===== src/rtl/in_ep_pkg.sv =====
package in_ep_pkg;
  typedef enum logic [1:0] {
    RESP_DATA  = 2'd0,
    RESP_NAK   = 2'd1,
    RESP_STALL = 2'd2,
    RESP_ZLP   = 2'd3
  } resp_e;

  // status register fields
  localparam int unsigned ST_RDY        = 0;
  localparam int unsigned ST_STALL_REQ  = 1;
  localparam int unsigned ST_STALL_SENT = 2;
  localparam int unsigned ST_NOT_EMPTY  = 3;
  localparam int unsigned ST_UNDERRUN   = 4;
  localparam int unsigned ST_FLUSH      = 5;
  localparam int unsigned ST_CLR_TOG    = 6;

  // config register fields
  localparam int unsigned CF_ISO    = 0;
  localparam int unsigned CF_AUTO   = 1;
  localparam int unsigned CF_FORCE  = 2;
  localparam int unsigned CF_SINGLE = 3;
endpackage


===== src/rtl/in_ep_queue.sv =====
module in_ep_queue #(
  parameter int unsigned DEPTH = 2,
  localparam int unsigned CW = $clog2(DEPTH + 1)
) (
  input  logic clk_i,
  input  logic rst_ni,
  input  logic commit_i,
  input  logic drop_i,
  input  logic drop_all_i,
  input  logic single_i,
  output logic full_o,
  output logic empty_o
);
  logic [CW-1:0] cnt_q;
  logic [CW-1:0] cap;
  logic          add, sub;

  assign cap     = single_i ? CW'(1) : CW'(DEPTH);
  assign full_o  = (cnt_q >= cap);
  assign empty_o = (cnt_q == '0);
  assign add     = commit_i && !full_o;
  assign sub     = drop_i && !empty_o;

  always_ff @(posedge clk_i or negedge rst_ni) begin
    if (!rst_ni)           cnt_q <= '0;
    else if (drop_all_i)   cnt_q <= '0;
    else if (add && !sub)  cnt_q <= cnt_q + CW'(1);
    else if (sub && !add)  cnt_q <= cnt_q - CW'(1);
  end
endmodule


===== src/rtl/in_ep_fill.sv =====
module in_ep_fill #(
  parameter int unsigned W     = 11,
  parameter int unsigned LIMIT = 1024
) (
  input  logic         clk_i,
  input  logic         rst_ni,
  input  logic         en_i,
  input  logic         byte_i,
  input  logic         restart_i,
  input  logic [W-1:0] max_i,
  output logic         hit_o
);
  logic [W-1:0] cnt_q;
  logic [W-1:0] lim;

  assign lim   = (max_i > W'(LIMIT)) ? W'(LIMIT) : max_i;
  assign hit_o = en_i && byte_i && (lim != '0) &&
                 (({1'b0, cnt_q} + (W+1)'(1)) == {1'b0, lim});

  always_ff @(posedge clk_i or negedge rst_ni) begin
    if (!rst_ni)                cnt_q <= '0;
    else if (restart_i || hit_o) cnt_q <= '0;
    else if (en_i && byte_i)    cnt_q <= cnt_q + W'(1);
  end
endmodule


===== src/rtl/in_ep_resp.sv =====
module in_ep_resp
  import in_ep_pkg::*;
(
  input  logic  clk_i,
  input  logic  rst_ni,
  input  logic  token_i,
  input  logic  stall_req_i,
  input  logic  iso_i,
  input  logic  empty_i,
  output logic  vld_o,
  output resp_e resp_o,
  output logic  stall_go_o,
  output logic  underrun_o
);
  resp_e resp_d;

  assign stall_go_o = token_i && stall_req_i;
  assign underrun_o = token_i && !stall_req_i && iso_i && empty_i;

  always_comb begin
    if (stall_req_i)  resp_d = RESP_STALL;
    else if (!empty_i) resp_d = RESP_DATA;
    else if (iso_i)   resp_d = RESP_ZLP;
    else              resp_d = RESP_NAK;
  end

  always_ff @(posedge clk_i or negedge rst_ni) begin
    if (!rst_ni) begin
      vld_o  <= 1'b0;
      resp_o <= RESP_DATA;
    end else begin
      vld_o <= token_i;
      if (token_i) resp_o <= resp_d;
    end
  end
endmodule


===== src/rtl/in_ep_ctrl.sv =====
module in_ep_ctrl
  import in_ep_pkg::*;
#(
  parameter int unsigned MAX_PKT_W     = 11,
  parameter int unsigned MAX_PKT_LIMIT = 1024,
  parameter int unsigned QUEUE_DEPTH   = 2,
  parameter int unsigned REG_W         = 8
) (
  input  logic                 clk_i,
  input  logic                 rst_ni,
  input  logic                 stat_we_i,
  input  logic                 cfg_we_i,
  input  logic [REG_W-1:0]     wdata_i,
  input  logic [MAX_PKT_W-1:0] max_pkt_i,
  input  logic                 byte_wr_i,
  input  logic                 in_token_i,
  input  logic                 pkt_sent_i,
  input  logic                 ack_i,
  input  logic                 timeout_i,
  output logic [REG_W-1:0]     stat_o,
  output logic [REG_W-1:0]     cfg_o,
  output logic                 resp_vld_o,
  output logic [1:0]           resp_o,
  output logic                 pid_o,
  output logic                 flush_one_o,
  output logic                 flush_all_o,
  output logic                 irq_o
);
  logic cf_iso, cf_auto, cf_force, cf_single;
  logic stall_req_q, stall_sent_q, not_empty_q, underrun_q;
  logic wait_q, tog_q;
  logic wr_rdy, wr_flush, wr_clr;
  logic fill_hit, commit, consume, tog_adv;
  logic q_full, q_empty, stall_go, underrun_set;
  resp_e resp;
  logic unused_wdata;

  assign unused_wdata = ^wdata_i[REG_W-1:ST_CLR_TOG+1];

  assign wr_rdy   = stat_we_i && wdata_i[ST_RDY];
  assign wr_flush = stat_we_i && wdata_i[ST_FLUSH];
  assign wr_clr   = stat_we_i && wdata_i[ST_CLR_TOG];
  assign commit   = wr_rdy || fill_hit;
  assign consume  = cf_iso ? pkt_sent_i : (wait_q && ack_i);
  assign tog_adv  = !cf_iso && (cf_force ? pkt_sent_i : (wait_q && ack_i));

  in_ep_fill #(.W(MAX_PKT_W), .LIMIT(MAX_PKT_LIMIT)) u_fill (
    .clk_i, .rst_ni,
    .en_i      (cf_auto),
    .byte_i    (byte_wr_i),
    .restart_i (wr_rdy || stall_go),
    .max_i     (max_pkt_i),
    .hit_o     (fill_hit)
  );

  in_ep_queue #(.DEPTH(QUEUE_DEPTH)) u_queue (
    .clk_i, .rst_ni,
    .commit_i   (commit),
    .drop_i     (consume || wr_flush),
    .drop_all_i (stall_go),
    .single_i   (cf_single),
    .full_o     (q_full),
    .empty_o    (q_empty)
  );

  in_ep_resp u_resp (
    .clk_i, .rst_ni,
    .token_i     (in_token_i),
    .stall_req_i (stall_req_q),
    .iso_i       (cf_iso),
    .empty_i     (q_empty),
    .vld_o       (resp_vld_o),
    .resp_o      (resp),
    .stall_go_o  (stall_go),
    .underrun_o  (underrun_set)
  );
  assign resp_o = resp;

  // configuration
  always_ff @(posedge clk_i or negedge rst_ni) begin
    if (!rst_ni) begin
      cf_iso <= 1'b0; cf_auto <= 1'b0; cf_force <= 1'b0; cf_single <= 1'b0;
    end else if (cfg_we_i) begin
      cf_iso    <= wdata_i[CF_ISO];
      cf_auto   <= wdata_i[CF_AUTO];
      cf_force  <= wdata_i[CF_FORCE];
      cf_single <= wdata_i[CF_SINGLE];
    end
  end

  // status flags: hardware set wins over firmware clear
  always_ff @(posedge clk_i or negedge rst_ni) begin
    if (!rst_ni) begin
      stall_req_q  <= 1'b0;
      stall_sent_q <= 1'b0;
      not_empty_q  <= 1'b0;
      underrun_q   <= 1'b0;
    end else begin
      if (stat_we_i) stall_req_q <= wdata_i[ST_STALL_REQ];

      if (stall_go)                                    stall_sent_q <= 1'b1;
      else if (stat_we_i && !wdata_i[ST_STALL_SENT])   stall_sent_q <= 1'b0;

      if (commit && !q_full && !stall_go)              not_empty_q <= 1'b1;
      else if (q_empty || (stat_we_i && !wdata_i[ST_NOT_EMPTY]))
                                                       not_empty_q <= 1'b0;

      if (underrun_set)                                underrun_q <= 1'b1;
      else if (stat_we_i && !wdata_i[ST_UNDERRUN])     underrun_q <= 1'b0;
    end
  end

  // handshake wait and data toggle
  always_ff @(posedge clk_i or negedge rst_ni) begin
    if (!rst_ni) begin
      wait_q <= 1'b0;
      tog_q  <= 1'b0;
    end else begin
      if (stall_go)                 wait_q <= 1'b0;
      else if (pkt_sent_i && !cf_iso) wait_q <= 1'b1;
      else if (ack_i || timeout_i)  wait_q <= 1'b0;

      if (wr_clr)       tog_q <= 1'b0;
      else if (tog_adv) tog_q <= ~tog_q;
    end
  end

  // event pulses
  always_ff @(posedge clk_i or negedge rst_ni) begin
    if (!rst_ni) begin
      irq_o       <= 1'b0;
      flush_one_o <= 1'b0;
      flush_all_o <= 1'b0;
    end else begin
      irq_o       <= consume && !q_empty && !stall_go;
      flush_one_o <= wr_flush && !q_empty && !stall_go;
      flush_all_o <= stall_go;
    end
  end

  assign pid_o = tog_q && !cf_iso;

  always_comb begin
    stat_o                = '0;
    stat_o[ST_RDY]        = q_full;
    stat_o[ST_STALL_REQ]  = stall_req_q;
    stat_o[ST_STALL_SENT] = stall_sent_q;
    stat_o[ST_NOT_EMPTY]  = not_empty_q;
    stat_o[ST_UNDERRUN]   = underrun_q;
    cfg_o                 = '0;
    cfg_o[CF_ISO]         = cf_iso;
    cfg_o[CF_AUTO]        = cf_auto;
    cfg_o[CF_FORCE]       = cf_force;
    cfg_o[CF_SINGLE]      = cf_single;
  end
endmodule


===== config.mk =====
export PLATFORM = sky130hd
export DESIGN_NAME = in_ep_ctrl
export DESIGN_NICKNAME = d
export VERILOG_FILES = /design/src/rtl/in_ep_pkg.sv /design/src/rtl/in_ep_queue.sv /design/src/rtl/in_ep_fill.sv /design/src/rtl/in_ep_resp.sv /design/src/rtl/in_ep_ctrl.sv
export SDC_FILE = /design/constraint.sdc
export NUM_CORES = 1
export LEC_CHECK = 0
export CAP_MARGIN = 20
export CORE_MARGIN = 2
export CORE_UTILIZATION = 52
export CTS_CLUSTER_DIAMETER = 60
export DETAILED_ROUTE_END_ITERATION = 8
export GPL_TIMING_DRIVEN = 0
export PLACE_DENSITY = 0.85
export SLEW_MARGIN = 20
export SYNTH_ARGS = -nofsm -noshare
export SYNTH_HDL_FRONTEND = slang
export SYNTH_SLANG_ARGS = --single-unit

===== constraint.sdc =====
create_clock -name clk_i -period 6.36 [get_ports clk_i]
set_input_delay 1.272 -clock clk_i [delete_from_list [all_inputs] [get_ports clk_i]]
set_output_delay 1.272 -clock clk_i [all_outputs]
set_load 0.02 [all_outputs]

==> results.sh <==
export IMPL_run_status="finished, final reports clean"
export IMPL_fin_tns_setup_ns=0
export IMPL_die_area_um2=4110
export IMPL_hold_viol_final=0
export IMPL_drc=0
export IMPL_rsz0062_at_grt="false"
export IMPL_fp_dieH_um=64.1
export IMPL_final_max_slew_viol_count=0
export IMPL_reg2reg_slack_ns=3.61
export IMPL_cts_sinks=29
export IMPL_clkSlewWorstSetupHoldPaths_ns=0.09
export IMPL_synth_top_cell_by_area="dfrtp_1"
export IMPL_p_leak_nw=1.03
export IMPL_synth_edff_count=0
export IMPL_totalWireLength_mm=3.94
export IMPL_yosysSeqAreaShare_pct=38.7
export IMPL_rows=21
export IMPL_clock_skew_ns=0.00525
export IMPL_syn_inst=206
export IMPL_path_max_fanout=10
export IMPL_ys_dominant_reg_cell="dfrtp_1"
export IMPL_die_w_um=64.1
export IMPL_grtUsageMet2_pct=33.6
export IMPL_tritoncts="done"
export IMPL_grt_pass1_vias=1451
export IMPL_start_kind="input pin"
export IMPL_cpLargestDelayFamily="simple AND/OR/NAND/NOR gates"
export IMPL_top_regs="u_fill.cnt_q: 11 flops, u_queue.cnt_q: 2 flops, u_resp.resp_o: 2 flops"
export IMPL_crit_slowest_cell="or4_4"
export IMPL_setup_viol=0
export IMPL_post_cts_resized=0
export IMPL_wl_per_cell_um=12.8
export IMPL_yosys_warnings=0
export IMPL_syn_area_um2=1880
export IMPL_ys_ff_latch=29
export IMPL_synthArstFlopShare_pct=100
export IMPL_setup_slack_ns=2.84
export IMPL_timing_hold_ws_ns=0.520
export IMPL_cts_root_buf="clkbuf_4"
export IMPL_worstPathCellList="clkdlybuf4s50_1, buf_2, nor2_1, o32a_1, or4_4, a221oi_2, a32o_2, and4_1, o21ai_0, nor3b_2"
export IMPL_peakVddDrop_uv=144
export IMPL_cts_setup_buffers=0
export IMPL_critPathBufInv=2
export IMPL_syn2layout_area_growth_pct=29.3
export IMPL_hp_start="u_resp.resp_o[0]"
export IMPL_cts_made_buffers=5
export IMPL_clock_latency_ns=0.33
export IMPL_post_route_util_pct=71.6
export IMPL_synth_cell_types=44
export IMPL_powerDensity_nw_per_um2=226
export IMPL_port_buffers=42
export IMPL_drive_gt1_share_pct=16.8
export IMPL_cp_end_kind="flop"
export IMPL_crit_required_ns=6.57
export IMPL_n_antenna_cell=0
export IMPL_grt_max_degree=30
export IMPL_overflow=0
export IMPL_maxCapViolations=0
export IMPL_ant_nets=0
export IMPL_min_to="u_resp.resp_o[0]"
export IMPL_yosysMostFrequentCell="nor2_1"
export IMPL_track_usage_pct=21.3
export IMPL_grt_met3_usage_pct=5.63
export IMPL_vias_per_cell=5.14
export IMPL_hold_path_class="reg2reg"
export IMPL_drt_initial_drc_count=70
export IMPL_min_period_ns=3.52
export IMPL_grt_most_used_layer="met2"
export IMPL_place_worst_setup_slack_ns=2.49
export IMPL_start_util_pct=55.4
export IMPL_gp_congestion=0.879
export IMPL_vias=1582
export IMPL_max_freq_ghz=0.284
export IMPL_synth_commonest_cells="nor2_1, dfrtp_1, buf_4, xnor2_1, xor2_1"
export IMPL_grt_pass1_wl_mm=6.73
export IMPL_use_met1_pct=28.9
export IMPL_whs_path_depth=1
export IMPL_worst_pin_slew_ns=0.620
export IMPL_cp_arrival_ns=3.73
export IMPL_fillers=252
export IMPL_fin_nets=292
export IMPL_ctsLongestPathBuffers=2
export IMPL_yosysTopAreaCellShare_pct=38.7
export IMPL_power_total_mw=0.548
export IMPL_ys_top_cells_by_area="dfrtp_1, xnor2_1, buf_4"
export IMPL_relSlewSlack_pct=58.7
export IMPL_dp_hpwl_mm=3.04
export IMPL_antenna_found_initial=0
export IMPL_max_stage_delay_ns=0.52
export IMPL_largest_register_ffs=11
export IMPL_htreeDepth=2
export IMPL_io_pins=51
export IMPL_holdBufCountCts=0
export IMPL_rr_startpoint="u_fill.cnt_q[0]"
export IMPL_worstSetupPathType="in2reg"
export IMPL_worstRegToRegCells=10
export IMPL_period_share_pct=55.3
export IMPL_reg2reg_to="u_queue.cnt_q[1]"
export IMPL_dr_pass1_iters=4
export IMPL_synth_avg_cell_area_um2=9.11
export IMPL_top_register="u_fill.cnt_q"
export IMPL_core_um2=3390
[final cells by class]
cell class	count	area, um^2	area share [%]
inverter	4	15.0	0.619
timing repair buffer	42	415	17.1
multi-input combinational	157	1010	41.4
buffer	22	153	6.29
clock buffer	5	37.5	1.55
clock inverter	3	17.5	0.722
tap	46	57.6	2.37
sequential	29	726	29.9
[layer usage]
layer / share of wire [%] / routed length, um / up-vias
met3: 6.1 / 239 / 6
met4: 0.79 / 31 / 0
met5: 0 / 0 / -
met1: 47 / 1850 / 731
met2: 46 / 1820 / 50
li1: - / - / 795
[per-stage QoR]
step | cell area (um^2) | instances
after floorplan | 1900 | 212
after global placement | 2380 | 300
after detailed placement | 2370 | 300
after CTS | 2430 | 308
after global routing | 2430 | 308
final | 2430 | 308
[how the worst max path moves through the flow]
stage / startpoint / end / slack (ns) / cells past startpoint
after CTS: u_queue.cnt_q[0] / stat_o[0] / 2.82 / 7
final: max_pkt_i[10] / u_queue.cnt_q[1] / 2.84 / 10
after floorplan: max_pkt_i[4] / u_queue.cnt_q[1] / 3.16 / 9
after detailed placement: max_pkt_i[10] / u_queue.cnt_q[1] / 2.49 / 10
after global routing: max_pkt_i[4] / u_queue.cnt_q[1] / 2.68 / 10
after global placement: max_pkt_i[10] / u_queue.cnt_q[1] / 2.50 / 10
[power by group]
part	leakage, nW	switching [mW]	internal (mW)
clock network	0.0310	0.0675	0.0416
logic	0.624	0.0999	0.109
registers	0.376	0.0207	0.209
[cells by family after synthesis]
family          share of synthesized area (%)
simple gates                             23.1
flops                                    38.7
compound gates                           9.87
xor+xnor                                 13.1
buf+inv                                  8.93
mux                                      4.13
fa+ha+maj                                2.00
other cells                             0.200
[layout by cell type, fill, tap and decap left out, types with 8 or more instances in the layout]
master | Yosys | routed
nand3_1 | 9 | 9
dfrtp_1 | 29 | 29
clkdlybuf4s50_1 | 0 | 41
nand2_1 | 9 | 9
nor3_1 | 8 | 8
xnor2_1 | 18 | 18
xor2_1 | 10 | 10
a21oi_1 | 9 | 9
nor2_1 | 32 | 32
buf_4 | 18 | 18
Note: power is estimated with default switching activity, not from simulation.
